## src/rtl/dram_arb_pkg.sv

```systemverilog
package dram_arb_pkg;

  // Command codes driven on cmdKind
  typedef enum logic [1:0] {
    CMD_PRE = 2'd0,
    CMD_ACT = 2'd1,
    CMD_RD  = 2'd2,
    CMD_WR  = 2'd3
  } cmdKind_e;

  // Strobes from control to the bank datapath
  typedef struct packed {
    logic     fire;
    cmdKind_e kind;
  } arbStrobe_t;

endpackage

```

## src/rtl/dram_arb_banks.sv

```systemverilog
module dram_arb_banks
  import dram_arb_pkg::*;
#(
  parameter int NUM_SLOTS = 16,
  parameter int ROW_W     = 13,
  parameter int T_RP      = 3,
  parameter int T_RCD     = 3,
  parameter int T_RAS     = 6
) (
  input  logic                        clk,
  input  logic                        rstN,
  input  arbStrobe_t                  strobe,
  input  logic [$clog2(NUM_SLOTS)-1:0] slotSel,
  input  logic [ROW_W-1:0]            rowSel,
  output logic [NUM_SLOTS-1:0]        openVld,
  output logic [ROW_W-1:0]            openRow [NUM_SLOTS],
  output logic [NUM_SLOTS-1:0]        actOk,
  output logic [NUM_SLOTS-1:0]        rwOk,
  output logic [NUM_SLOTS-1:0]        preOk
);

  localparam int SLOT_W = $clog2(NUM_SLOTS);
  localparam int T_MAX  = (T_RAS > T_RP) ? ((T_RAS > T_RCD) ? T_RAS : T_RCD)
                                         : ((T_RP > T_RCD) ? T_RP : T_RCD);
  localparam int CW     = $clog2(T_MAX + 1);

  for (genvar s = 0; s < NUM_SLOTS; s++) begin : g_slot
    logic            vldQ;
    logic [ROW_W-1:0] rowQ;
    logic [CW-1:0]   rpCnt, rcdCnt, rasCnt;
    logic            hitSel;

    assign hitSel = strobe.fire && (slotSel == SLOT_W'(s));

    always_ff @(posedge clk) begin
      if (!rstN) begin
        vldQ   <= 1'b0;
        rowQ   <= '0;
        rpCnt  <= '0;
        rcdCnt <= '0;
        rasCnt <= '0;
      end else begin
        rpCnt  <= (rpCnt  != '0) ? rpCnt  - 1'b1 : '0;
        rcdCnt <= (rcdCnt != '0) ? rcdCnt - 1'b1 : '0;
        rasCnt <= (rasCnt != '0) ? rasCnt - 1'b1 : '0;
        if (hitSel) begin
          case (strobe.kind)
            CMD_PRE: begin
              vldQ  <= 1'b0;
              rpCnt <= CW'(T_RP - 1);
            end
            CMD_ACT: begin
              vldQ   <= 1'b1;
              rowQ   <= rowSel;
              rcdCnt <= CW'(T_RCD - 1);
              rasCnt <= CW'(T_RAS - 1);
            end
            default: ;
          endcase
        end
      end
    end

    assign openVld[s] = vldQ;
    assign openRow[s] = rowQ;
    assign actOk[s]   = (rpCnt == '0);
    assign rwOk[s]    = (rcdCnt == '0);
    assign preOk[s]   = (rasCnt == '0);
  end

endmodule

```

## src/rtl/dram_arb_ctrl.sv

```systemverilog
module dram_arb_ctrl
  import dram_arb_pkg::*;
#(
  parameter int NUM_PORTS = 4,
  parameter int NUM_RANKS = 2,
  parameter int BANK_W    = 3,
  parameter int ROW_W     = 13,
  parameter int PRIO_W    = 3
) (
  input  logic                                  clk,
  input  logic                                  rstN,
  input  logic [NUM_PORTS-1:0]                  reqValid,
  input  logic [NUM_PORTS*PRIO_W-1:0]           reqPrio,
  input  logic [NUM_PORTS*$clog2(NUM_RANKS)-1:0] reqRank,
  input  logic [NUM_PORTS*BANK_W-1:0]           reqBank,
  input  logic [NUM_PORTS*ROW_W-1:0]            reqRow,
  input  logic [NUM_PORTS-1:0]                  reqWrite,
  input  logic [NUM_RANKS*(2**BANK_W)-1:0]      openVld,
  input  logic [ROW_W-1:0]                      openRow [NUM_RANKS*(2**BANK_W)],
  input  logic [NUM_RANKS*(2**BANK_W)-1:0]      actOk,
  input  logic [NUM_RANKS*(2**BANK_W)-1:0]      rwOk,
  input  logic [NUM_RANKS*(2**BANK_W)-1:0]      preOk,
  output arbStrobe_t                            strobe,
  output logic [$clog2(NUM_RANKS)+BANK_W-1:0]   slotSel,
  output logic [ROW_W-1:0]                      rowSel,
  output logic                                  cmdValid,
  output logic [1:0]                            cmdKind,
  output logic [$clog2(NUM_RANKS)-1:0]          cmdRank,
  output logic [BANK_W-1:0]                     cmdBank,
  output logic [ROW_W-1:0]                      cmdRow,
  output logic [$clog2(NUM_PORTS)-1:0]          cmdPort,
  output logic [NUM_RANKS-1:0]                  csN,
  output logic [NUM_PORTS-1:0]                  grant
);

  localparam int RANK_W = $clog2(NUM_RANKS);
  localparam int SLOT_W = RANK_W + BANK_W;
  localparam int PORT_W = $clog2(NUM_PORTS);

  logic [SLOT_W-1:0] portSlot [NUM_PORTS];
  logic [ROW_W-1:0]  portRow  [NUM_PORTS];
  logic [PRIO_W-1:0] portPrio [NUM_PORTS];
  cmdKind_e          portKind [NUM_PORTS];
  logic [NUM_PORTS-1:0] portReady;

  // Per-port classification of the next needed command
  for (genvar p = 0; p < NUM_PORTS; p++) begin : g_port
    logic isOpen, isHit;
    assign portSlot[p] = {reqRank[p*RANK_W +: RANK_W], reqBank[p*BANK_W +: BANK_W]};
    assign portRow[p]  = reqRow[p*ROW_W +: ROW_W];
    assign portPrio[p] = reqPrio[p*PRIO_W +: PRIO_W];
    assign isOpen      = openVld[portSlot[p]];
    assign isHit       = isOpen && (openRow[portSlot[p]] == portRow[p]);

    always_comb begin
      if (isHit) begin
        portKind[p]  = reqWrite[p] ? CMD_WR : CMD_RD;
        portReady[p] = reqValid[p] && rwOk[portSlot[p]];
      end else if (isOpen) begin
        portKind[p]  = CMD_PRE;
        portReady[p] = reqValid[p] && preOk[portSlot[p]];
      end else begin
        portKind[p]  = CMD_ACT;
        portReady[p] = reqValid[p] && actOk[portSlot[p]];
      end
    end
  end

  // Highest priority among ready ports, lowest index on ties
  logic              found;
  logic [PORT_W-1:0] bestIdx;
  logic [PRIO_W-1:0] bestPrio;

  always_comb begin
    found    = 1'b0;
    bestIdx  = '0;
    bestPrio = '0;
    for (int p = 0; p < NUM_PORTS; p++) begin
      if (portReady[p] && (!found || (portPrio[p] > bestPrio))) begin
        found    = 1'b1;
        bestIdx  = PORT_W'(p);
        bestPrio = portPrio[p];
      end
    end
  end

  assign strobe.fire = found;
  assign strobe.kind = portKind[bestIdx];
  assign slotSel     = portSlot[bestIdx];
  assign rowSel      = portRow[bestIdx];

  logic isAccess;
  assign isAccess = (portKind[bestIdx] == CMD_RD) || (portKind[bestIdx] == CMD_WR);

  always_ff @(posedge clk) begin
    if (!rstN) begin
      cmdValid <= 1'b0;
      cmdKind  <= '0;
      cmdRank  <= '0;
      cmdBank  <= '0;
      cmdRow   <= '0;
      cmdPort  <= '0;
      csN      <= '1;
      grant    <= '0;
    end else begin
      cmdValid <= found;
      csN      <= '1;
      grant    <= '0;
      if (found) begin
        cmdKind <= portKind[bestIdx];
        cmdRank <= slotSel[SLOT_W-1 -: RANK_W];
        cmdBank <= slotSel[BANK_W-1:0];
        cmdRow  <= rowSel;
        cmdPort <= bestIdx;
        csN     <= ~(NUM_RANKS'(1) << slotSel[SLOT_W-1 -: RANK_W]);
        if (isAccess) grant <= NUM_PORTS'(1) << bestIdx;
      end
    end
  end

endmodule

```

## src/rtl/dram_cmd_arbiter.sv

```systemverilog
module dram_cmd_arbiter
  import dram_arb_pkg::*;
#(
  parameter int NUM_PORTS = 4,
  parameter int NUM_RANKS = 2,
  parameter int BANK_W    = 3,
  parameter int ROW_W     = 13,
  parameter int PRIO_W    = 3,
  parameter int T_RP      = 3,
  parameter int T_RCD     = 3,
  parameter int T_RAS     = 6
) (
  input  logic                                   clk,
  input  logic                                   rstN,
  input  logic [NUM_PORTS-1:0]                   reqValid,
  input  logic [NUM_PORTS*PRIO_W-1:0]            reqPrio,
  input  logic [NUM_PORTS*$clog2(NUM_RANKS)-1:0] reqRank,
  input  logic [NUM_PORTS*BANK_W-1:0]            reqBank,
  input  logic [NUM_PORTS*ROW_W-1:0]             reqRow,
  input  logic [NUM_PORTS-1:0]                   reqWrite,
  output logic                                   cmdValid,
  output logic [1:0]                             cmdKind,
  output logic [$clog2(NUM_RANKS)-1:0]           cmdRank,
  output logic [BANK_W-1:0]                      cmdBank,
  output logic [ROW_W-1:0]                       cmdRow,
  output logic [$clog2(NUM_PORTS)-1:0]           cmdPort,
  output logic [NUM_RANKS-1:0]                   csN,
  output logic [NUM_PORTS-1:0]                   grant
);

  localparam int SLOT_W    = $clog2(NUM_RANKS) + BANK_W;
  localparam int NUM_SLOTS = NUM_RANKS * (2**BANK_W);

  arbStrobe_t            strobe;
  logic [SLOT_W-1:0]     slotSel;
  logic [ROW_W-1:0]      rowSel;
  logic [NUM_SLOTS-1:0]  openVld, actOk, rwOk, preOk;
  logic [ROW_W-1:0]      openRow [NUM_SLOTS];

  dram_arb_ctrl #(
    .NUM_PORTS(NUM_PORTS), .NUM_RANKS(NUM_RANKS), .BANK_W(BANK_W),
    .ROW_W(ROW_W), .PRIO_W(PRIO_W)
  ) u_ctrl (
    .clk(clk), .rstN(rstN),
    .reqValid(reqValid), .reqPrio(reqPrio), .reqRank(reqRank),
    .reqBank(reqBank), .reqRow(reqRow), .reqWrite(reqWrite),
    .openVld(openVld), .openRow(openRow),
    .actOk(actOk), .rwOk(rwOk), .preOk(preOk),
    .strobe(strobe), .slotSel(slotSel), .rowSel(rowSel),
    .cmdValid(cmdValid), .cmdKind(cmdKind), .cmdRank(cmdRank),
    .cmdBank(cmdBank), .cmdRow(cmdRow), .cmdPort(cmdPort),
    .csN(csN), .grant(grant)
  );

  dram_arb_banks #(
    .NUM_SLOTS(NUM_SLOTS), .ROW_W(ROW_W),
    .T_RP(T_RP), .T_RCD(T_RCD), .T_RAS(T_RAS)
  ) u_banks (
    .clk(clk), .rstN(rstN),
    .strobe(strobe), .slotSel(slotSel), .rowSel(rowSel),
    .openVld(openVld), .openRow(openRow),
    .actOk(actOk), .rwOk(rwOk), .preOk(preOk)
  );

endmodule

```

## config.mk

```make
export PLATFORM = sky130hd
export DESIGN_NAME = dram_cmd_arbiter
export DESIGN_NICKNAME = d
export VERILOG_FILES = /design/src/rtl/dram_arb_pkg.sv /design/src/rtl/dram_arb_banks.sv /design/src/rtl/dram_arb_ctrl.sv /design/src/rtl/dram_cmd_arbiter.sv
export SDC_FILE = /design/constraint.sdc
export NUM_CORES = 1
export LEC_CHECK = 0
export BUFFER_PORTS_ARGS = -buffer_cell sky130_fd_sc_hd__clkbuf_2
export CAP_MARGIN = 10
export CORE_MARGIN = 5
export CORE_UTILIZATION = 45
export CTS_CLUSTER_SIZE = 25
export DETAILED_ROUTE_END_ITERATION = 8
export GPL_TIMING_DRIVEN = 0
export SLEW_MARGIN = 40
export SYNTH_ARGS = -nofsm -noshare
export SYNTH_HDL_FRONTEND = slang
export SYNTH_SLANG_ARGS = --single-unit
```

## constraint.sdc

```tcl
create_clock -name clk -period 10.35 [get_ports clk]
set_input_delay 0.5175 -clock clk [delete_from_list [all_inputs] [get_ports clk]]
set_output_delay 0.5175 -clock clk [all_outputs]
set_load 0.005 [all_outputs]
```

Word level (Yosys, flattened, before mapping)
Index checks and enable logic that the tools add are counted.
- logic and storage cells: 581
- bits in registers: 396
- ROM bits: 0
- memories: 0
- latch bits: 0
- output and inout bits: 28
- RAM bits: 0
- $mul: 0
- magnitude comparators: 12
- equal/unequal tests: 22
- add/subtract/negate cells: 48
- div/mod/pow operators: 0
- shift operators: 2
- bitwise operators: 6
- reductions and logical operators: 175
- multiplexer cells: 228
- operators by type and width (kind ; count):
    3-bit 2-to-1 mux ; 147
    13-bit binary-select mux with 4-bit select ; 4
    3-bit logical NOT ; 48
    3-bit nonzero test ; 48
    3-bit by 1-bit subtractor with 3-bit output (second input constant) ; 48
    13-bit 2-to-1 mux ; 10
    2-bit AND reduction ; 33
    1-bit binary-select mux with 4-bit select ; 16
    13-bit == test ; 4
    1-bit 2-to-1 mux ; 37
    1-bit logical AND ; 35
    4-bit == test (second input constant) ; 8
    13-bit binary-select mux with 2-bit select ; 1
    5-bit >= comparator (second input constant) ; 4
    4-bit by 5-bit < comparator with 1-bit output (second input constant) ; 4
    4-bit inverter with 5-bit output ; 4
    4-bit by 3-bit == test with 1-bit output (second input constant) ; 4
    2-bit 2-to-1 mux ; 8
    3-bit greater-than comparator ; 3
    4-bit binary-select mux with 2-bit select ; 1
    4-bit by 2-bit == test with 1-bit output (second input constant) ; 2
    4-bit 2-to-1 mux ; 2
    2-bit binary-select mux with 2-bit select ; 1
    2-bit == test (second input constant) ; 2
    14 further kinds ; 19

Logic depth before layout (Yosys ltp)
Gate-level depths: netlist (run 1).
- word-level depth: 27
- gate-level depth with buffers: 51
- depth with buffers taken out: 41

Modules after synthesis
Synthesis (run 1) repeated with hierarchy kept, for this count alone.
- cell total of the unflattened synthesis: 2528
- area, all modules: 25967.4 um^2
- modules (own cells, without submodules) (module ; cells an instance ; area each (um^2) ; instances):
    dram_arb_banks ; 1430 ; 13919.6 ; 1
    dram_arb_ctrl ; 1098 ; 12047.8 ; 1

Worst setup path after synthesis (run 1)
OpenSTA, ideal clock, no wires.
- path kind: in2reg
- start: input reqBank[0]
- end: register u_banks.g_slot[6].rowQ[0]
- path slack: 1.740 ns
- required time: 10.218 ns
- data arrival time: 8.478 ns
- buffers on the path: 5
- cell stages on the path: 43
- library setup time: 0.132 ns
- cell sequence: buf_6 -> buf_2 -> mux4_2 -> mux2i_1 -> mux2i_1 -> xnor2_1 -> nand2_1 -> or4_4 -> or3_1 -> buf_2 -> nand2_1 -> nand2_1 -> ha_1 -> a21o_1 -> a21oi_1 -> a31oi_1 -> nor2b_1 -> nor2b_1 -> (+7 left out) -> inv_1 -> o21ai_0 -> inv_1 -> a31oi_2 -> nor2_1 -> mux2_2 -> ha_1 -> a21o_1 -> a21oi_1 -> a31oi_1 -> a41o_1 -> nand2_2 -> a31oi_1 -> o211a_4 -> buf_6 -> nand4_4 -> buf_6 -> mux2i_1
- longest elaborated chain between the ends: 27
- elaborated cells on any way between the ends: 57
- classes of those cells: order compare (3); eq/ne (3); mux (34); bitwise (2); reduce/logical (15)
- ends and longest elaborated chain (element ; line ; source):
    start, declared ; dram_cmd_arbiter.sv:18 ; input logic [NUM_PORTS*BANK_W-1:0] reqBank,
    4-bit inverter with 5-bit output (not written as such) ; dram_arb_ctrl.sv:53 ; assign isHit = isOpen && (openRow[portSlot[p]] == portRow[p]);
    13-bit binary-select mux with 4-bit select ; dram_arb_ctrl.sv:53 ;
    13-bit 2-to-1 mux (not written as such) (2 in series) ; dram_arb_ctrl.sv:53 ;
    13-bit == test ; dram_arb_ctrl.sv:53 ;
    1-bit logical AND ; dram_arb_ctrl.sv:53 ;
    1-bit 2-to-1 mux ; dram_arb_ctrl.sv:56 ; if (isHit) begin
    3-bit 2-to-1 mux / 1-bit 2-to-1 mux (equally long branches) ; dram_arb_ctrl.sv:79 ; if (portReady[p] && (!found || (portPrio[p] > bestPrio))) begin
    3-bit greater-than comparator / 1-bit logical NOT (equally long branches) ; dram_arb_ctrl.sv:79 ;
    (+9 left out) ; - ;
    1-bit logical AND ; dram_arb_ctrl.sv:79 ;
    2-bit 2-to-1 mux ; dram_arb_ctrl.sv:79 ;
    2-bit inverter with 3-bit output (not written as such) ; dram_arb_ctrl.sv:88, dram_arb_ctrl.sv:89, dram_arb_ctrl.sv:90 ;
    4-bit binary-select mux with 2-bit select ; dram_arb_ctrl.sv:89 ; assign slotSel = portSlot[bestIdx];
    4-bit 2-to-1 mux (not written as such) (2 in series) ; dram_arb_ctrl.sv:89 ;
    4-bit by 3-bit == test with 1-bit output ; dram_arb_banks.sv:33 ; assign hitSel = strobe.fire && (slotSel == SLOT_W'(s));
    1-bit logical AND ; dram_arb_banks.sv:33 ;
    2-bit AND reduction (no line) ; - ;
    end signal, assigned ; dram_arb_banks.sv:54 ; rowQ <= rowSel;
    end, declared ; dram_arb_banks.sv:29 ; logic [ROW_W-1:0] rowQ;
Several ways; a longest one is shown, not always the timed one. The select of a mux whose other input is x is not followed.
A chain may end at the register's enable or synchronous reset.

Worst setup path after layout (run 1)
- start: input reqBank[1]
- end: register u_banks.g_slot[10].rowQ[7]
- longest elaborated chain between the ends: 27
- elaborated cells on any way between the ends: 57
- classes of those cells: order compare (3); eq/ne (3); mux (34); bitwise (2); reduce/logical (15)
- ends and longest elaborated chain (element ; line):
    4-bit inverter with 5-bit output (not written as such) ; dram_arb_ctrl.sv:53
    13-bit binary-select mux with 4-bit select ; dram_arb_ctrl.sv:53
    13-bit 2-to-1 mux (not written as such) (2 in series) ; dram_arb_ctrl.sv:53
    13-bit == test ; dram_arb_ctrl.sv:53
    1-bit logical AND ; dram_arb_ctrl.sv:53
    1-bit 2-to-1 mux ; dram_arb_ctrl.sv:56
    3-bit 2-to-1 mux / 1-bit 2-to-1 mux (equally long branches) ; dram_arb_ctrl.sv:79
    3-bit greater-than comparator / 1-bit logical NOT (equally long branches) ; dram_arb_ctrl.sv:79
    (+9 left out) ; -
    1-bit logical AND ; dram_arb_ctrl.sv:79
    2-bit 2-to-1 mux ; dram_arb_ctrl.sv:79
    2-bit inverter with 3-bit output (not written as such) ; dram_arb_ctrl.sv:88, dram_arb_ctrl.sv:89, dram_arb_ctrl.sv:90
    4-bit binary-select mux with 2-bit select ; dram_arb_ctrl.sv:89
    4-bit 2-to-1 mux (not written as such) (2 in series) ; dram_arb_ctrl.sv:89
    4-bit == test ; dram_arb_banks.sv:33
    1-bit logical AND ; dram_arb_banks.sv:33
    2-bit AND reduction (no line) ; -
    end signal, assigned ; dram_arb_banks.sv:54
    end, declared ; dram_arb_banks.sv:29
Several ways; a longest one is shown, not always the timed one. The select of a mux whose other input is x is not followed.

==> results of run 1 <==
[flip-flops by register name, summed over array words and instances (netlist names)]
register / cells
u_ctrl.cmdBank: 3
u_banks.g_slot.rowQ: 208
u_banks.g_slot.vldQ: 16
u_ctrl.csN: 2
u_banks.g_slot.rcdCnt: 48
u_ctrl.cmdPort: 2
u_ctrl.cmdRow: 13
u_ctrl.cmdKind: 2
u_banks.g_slot.rpCnt: 48
u_ctrl.cmdRank: 1
u_ctrl.cmdValid: 1
u_banks.g_slot.rasCnt: 48
u_ctrl.grant: 4
[repair_timing]
| action | in CTS | in global routing |
|---|---|---|
| gates resized for setup | 12 | 46 |
| setup endpoints to repair | 382 | 382 |
| setup buffers | 8 | 34 |
| pin swaps | 0 | 7 |
[power breakdown]
| part | total, mW | internal [mW] | switching [mW] |
|---|---|---|---|
| sequential | 1.81 | 1.66 | 0.156 |
| combinational | 1.69 | 0.639 | 1.05 |
| clock | 1.72 | 0.997 | 0.722 |
[how the worst min path moves through the flow]
stage | startpoint | to | slack [ps] | cells after the start
floorplan | u_banks.g_slot[8].rpCnt[0]$_SDFF_PN0_ | u_banks.g_slot[8].rpCnt[0]$_SDFF_PN0_ | 420 | 1
global placement | u_banks.g_slot[8].rpCnt[0]$_SDFF_PN0_ | u_banks.g_slot[8].rpCnt[0]$_SDFF_PN0_ | 430 | 1
detailed placement | u_banks.g_slot[1].rpCnt[0]$_SDFF_PN0_ | u_banks.g_slot[1].rpCnt[0]$_SDFF_PN0_ | 440 | 1
CTS | reqRow[40] | u_ctrl.cmdRow[1]$_SDFFE_PN0N_ | 360 | 5
global route | reqRow[46] | u_ctrl.cmdRow[7]$_SDFFE_PN0N_ | 410 | 5
finish | reqRow[48] | u_ctrl.cmdRow[9]$_SDFFE_PN0N_ | 380 | 5
[final cells by class]
type | instances | area share [%]
Antenna cell | 2 | 0.01626
Buffer | 202 | 4.041
Clock buffer | 66 | 4.313
Clock inverter | 19 | 0.7602
Inverter | 128 | 1.561
Multi-Input combinational cell | 1896 | 57.55
Sequential cell | 396 | 25.76
Tap cell | 782 | 3.179
Timing Repair Buffer | 149 | 2.825
[tightest hold or removal path, stage by stage]
cell and delay [ps]:
clkbuf_2 120, nor2_1 110, a211oi_1 60, nand2_1 60, a21oi_1 60
[metal layers]
metal,vias to the layer above,wire [um]
met5,-,107
met4,2,7716
met3,388,18740
met2,2006,52350
met1,12366,48640
li1,10119,-
[through the flow]
step	utilization, %	TNS, ps	area, um2	cells	total power, mW
6_report	51.28	0	30780	3640	5.224
4_1_cts	50.62	0	30380	3607	5.108
3_3_place_gp	47.72	-466570	28640	3510	3.361
3_5_place_dp	47.84	-483910	28710	3514	3.398
2_1_floorplan	-	0	27150	2625	2.800
5_1_grt	51.27	-888.1	30770	3638	5.335
[cells by family after synthesis]
kind of cell | Yosys count
compound gates | 298
fa+ha+maj | 105
mux | 640
simple gates | 802
xor+xnor | 51
buf+inv | 333
flops | 396
[synth_stat cells (all sizes together), types with 19 or more instances]
master	n	share of area (%)
nor2	100	1.4
nand4	49	2.0
nand2	375	5.2
nand3	25	0.46
mux4	241	20
o22ai	27	0.65
buf	120	3.1
mux2i	365	13
inv	128	1.8
ha	105	4.8
or2	23	0.53
mux2	34	1.4
nor3	30	0.55
clkbuf	85	1.2
and3	59	1.4
a21oi	64	1.2
a211oi	20	0.60
nor2b	26	0.60
nor4b	32	1.0
a31oi	37	0.88
o21ai	33	0.61
xnor2	19	0.61
xor2	32	1.0
dfxtp	396	29
==> results.cfg, run 1 <==
[outcome]
status = complete, no violations

[synthesis]
async_flop_share_pct = 0
synth_adder_area_share_pct = 4.839
synth_nets = 2820
synth-seq-cells = 396
avgSynthCellArea_um2 = 10.34
synth-compound-area-share_pct = 7.923
synthMuxAreaShare_pct = 34.88
synth_area_mm2 = 0.02715
syn_inst = 2625
synth_xor_area_share_pct = 1.645
synth_top_family_by_area = multiplexers
seq_area_frac_synth_pct = 29.20
synth_edf_count = 0
post_synth_num_cell_types = 90
ys_warn_count = 0
synth-main-ff-cell = dfxtp_1
synthSimpleGateAreaFrac_pct = 15.45

[floorplan]
die_h_um = 255.6
core_area_mm2 = 0.06002
rows = 90
pin_count = 118
die-area_mm2 = 0.06534
die-width_um = 255.6
start_util_pct = 45.23

[setup_path]
critPathLaunch = reqBank[1]
r2r-start = u_banks.g_slot[15].rowQ[1]$_SDFFE_PN0P_
r2r_cells = 40
critical_path.slowest_cell = clkbuf_4
cp.required_ps = 10820
endpoint = u_banks.g_slot[10].rowQ[7]$_SDFFE_PN0P_
crit_fanout = 10
path_depth = 45
path_class = in -> reg
endpoint_kind = flip-flop
cp_top_family = compound AO/OA/AOI/OAI gates
start_kind = input pin
worstPathBufferInverterCount = 10
slowest_delay_ps = 430
crit_arrival_ps = 10550
rr_endpoint = u_banks.g_slot[10].rowQ[7]$_SDFFE_PN0P_
r2r_setup_slack_ps = 680

[clock_tree]
cts.clk_slew.worst_paths_ps = 60
cts.sinks = 396
postCtsHoldBufs = 0
cts_buffer_depth = 3
cts_root_buf = clkbuf_16
htree_levels = 2
insertion_delay_ps = 620
cts_tree = done
cts_made_buffers = 46

[global_route]
gr-total-overflow = 0
grtUsageMet1_pct = 49.89
use_met2_pct = 53.19
grt_usage_pct = 37.11
grt_max_degree = 14
grt_pass1_wl_um = 176200
antenna_found_initial = 7
gr-usage-met3_pct = 13.36
grt_most_used_layer = met2
grt_pass1_vias = 23520

[layout]
layout_common_cells = dfxtp_1, nand2_1, mux2i_1
nFillCells = 5388
seq_area_mm2 = 0.007928
multi_input_area_mm2 = 0.01771
layout_commonest_cell = dfxtp_1
area_growth_syn_to_layout_pct = 13.38
fin_nets = 3014
layout-drive-gt1-share_pct = 25.81

[route]
detail_route.vias_per_cell = 6.835
dr.first_iter.drc_count = 3839
firstDrtPassIters = 8
routed_wl_um = 127600
vias = 24881
wire_per_inst_um = 35.04
drc = 0
antenna_left = 0

[power_and_ir_drop]
p_leak_nw = 13.55
ir_drop_v = 0.00009317
cellPowerDensity_mw_per_mm2 = 169.7

[place]
place_congestion = 1.051
pre_cts_slack_ps = -1609
port_buffers = 103
place_hpwl_um = 94340

[sta]
drv_slew = 0
hold_viol_final = 0
fmax_mhz = 99.20
relSlewSlack_pct = 37.95
holdWs_ps = 380.9
fin_skew_ps = 23.26
fin_ws_ps = 269.2
finalSetupViolCount = 0
period_needed_ps = 10080
tightest_slew_ps = 904.8
period_share_pct = 97.40

[flow_run]
cap_violations = 0

[hold_path]
min-delay-path-class = in -> reg
Note: power is estimated with default switching activity, not from simulation.
==> run 2: changes to the inputs <==
--- a/config.mk
+++ b/config.mk
@@ -5,12 +5,13 @@
 export SDC_FILE = /design/constraint.sdc
 export NUM_CORES = 1
 export LEC_CHECK = 0
-export BUFFER_PORTS_ARGS = -buffer_cell sky130_fd_sc_hd__clkbuf_2
 export CAP_MARGIN = 10
 export CORE_MARGIN = 5
 export CORE_UTILIZATION = 45
+export CTS_CLUSTER_DIAMETER = 40
 export CTS_CLUSTER_SIZE = 25
 export DETAILED_ROUTE_END_ITERATION = 8
+export DONT_BUFFER_PORTS = 1
 export GPL_TIMING_DRIVEN = 0
 export SLEW_MARGIN = 40
 export SYNTH_ARGS = -nofsm -noshare
==> results.cfg, run 2 (same netlist as run 1, synthesis figures left out) <==
[outcome]
status = complete, no violations

[route]
firstDrtPassIters = 8
routed_wl_um = 127800
vias = 24836
drc = 0
wire_per_inst_um = 35.68
detail_route.vias_per_cell = 6.937
antenna_left = 0
dr.first_iter.drc_count = 3516

[setup_path]
path_class = in -> reg
crit_fanout = 10
crit_arrival_ps = 10700
cp.required_ps = 10830
slowest_delay_ps = 630
endpoint_kind = flip-flop
start_kind = input pin
critical_path.slowest_cell = or4_4
crit_top_cell = buf_6
r2r_setup_slack_ps = 490

[sta]
period_needed_ps = 10220
drv_slew = 0
relSlewSlack_pct = 38.91
tightest_slew_ps = 916.4
fin_skew_ps = 20.44
period_share_pct = 98.77
fin_ws_ps = 127.2
hold_viol_final = 0
holdWs_ps = 210.6
finalSetupViolCount = 0
fmax_mhz = 97.82

[place]
port_buffers = 0
place_congestion = 1.065
pre_cts_slack_ps = -1175
place_hpwl_um = 94150

[layout]
layout-drive-gt1-share_pct = 24.45
layout_common_cells = dfxtp_1, nand2_1, mux2i_1
fin_nets = 2937
largest_register_ffs = 208
largest_register = u_banks.g_slot.rowQ
layout_commonest_cell = dfxtp_1
area_growth_syn_to_layout_pct = 14.37

[clock_tree]
cts_tree = done
insertion_delay_ps = 640
htree_levels = 3
cts_root_buf = clkbuf_16
cts_made_buffers = 69
cts.clk_slew.worst_paths_ps = 60
cts.sinks = 396
cts_buffer_depth = 3

[floorplan]
rows = 90
pin_count = 118
core_area_mm2 = 0.06002
die-width_um = 255.6
die_h_um = 255.6
die-area_mm2 = 0.06534
start_util_pct = 45.23

[global_route]
grt_pass1_wl_um = 175500
antenna_found_initial = 5
gr-total-overflow = 0
grt_max_degree = 16
grt_pass1_vias = 23399
grt_usage_pct = 37.19

[power_and_ir_drop]
cellPowerDensity_mw_per_mm2 = 186.3
p_total_mw = 5.786
ir_drop_v = 0.0001100
p_leak_nw = 13.49

[hold_path]
min-delay-path-class = in -> reg

[flow_run]
cap_violations = 0
-- run 2: changes by cell type in the layout (fill, tap and decap cells not counted), moves of 3 or more --
cell	change
clkinv_8	+7
inv_6	+19
inv_8	+3
clkinvlp_4	+6
clkbuf_16	+22
clkbuf_8	-6
clkbuf_1	-7
clkbuf_2	-105
buf_2	+5
-- run 2: metal layers --
layer | vias up | global-route usage (%) | part of all wire, % | wire (um)
met5 | - | 1.681 | 0.072 | 92
met4 | 8 | 19.85 | 6.4 | 8126
met3 | 433 | 14.67 | 15 | 19390
met2 | 2034 | 53.32 | 41 | 52590
met1 | 12382 | 48.24 | 37 | 47560
li1 | 9979 | - | - | -
-- run 2: repair_timing --
action	in CTS	in global routing
pin swaps	1	4
setup endpoints to repair	367	371
hold buffers	0	0
gates resized for setup	12	28
buffers inserted	7	33
endpoints found under the hold margin	0	0
-- run 2: worst paths after layout --
kind / from / end / depth (start not counted)
max: reqBank[1] / u_banks.g_slot[15].rowQ[8]$_SDFFE_PN0P_ / 44
min: reqRow[47] / u_ctrl.cmdRow[8]$_SDFFE_PN0N_ / 4
max reg2reg: u_banks.g_slot[12].rowQ[10]$_SDFFE_PN0P_ / u_banks.g_slot[15].rowQ[8]$_SDFFE_PN0P_ / 42
min reg2reg: u_banks.g_slot[7].rpCnt[0]$_SDFF_PN0_ / u_banks.g_slot[7].rpCnt[0]$_SDFF_PN0_ / 1
-- run 2: cell type report --
class                   instances  area (um2)
clock inverters                55       605.6
well taps                     782       978.4
repair buffers                 46       359.1
flip-flops and latches        396        7928
multi-input cells            1896       17700
inverters                     128       480.5
plain buffers                 205        1242
fillers                      5325       28970
clock buffers                  71        1754
diodes                          1       2.502
-- run 2: metrics by stage --
stage | std cells | setup TNS, ps | instance area, um2 | util, %
after global placement | 3407 | -387140 | 28130 | 46.86
after CTS | 3542 | 0 | 30670 | 51.11
final | 3580 | 0 | 31050 | 51.73
after floorplan | 2625 | 0 | 27150 | -
after detailed placement | 3409 | -337280 | 28220 | 47.02
after global routing | 3579 | -116.1 | 31050 | 51.73
-- run 2: power by group --
part	switching (mW)	internal, mW	total (mW)
clock network	0.971	1.37	2.34
logic	1.01	0.611	1.62
registers	0.171	1.66	1.83
total	2.15	3.64	5.79
-- run 2: worst max-delay path, delay by kind of cell --
family          cells  cell delay [ps]
mux                 3              860
buf+inv            11             2510
fa+ha+maj           3              840
simple gates       10             2390
compound gates     16             3270
xor+xnor            1              230
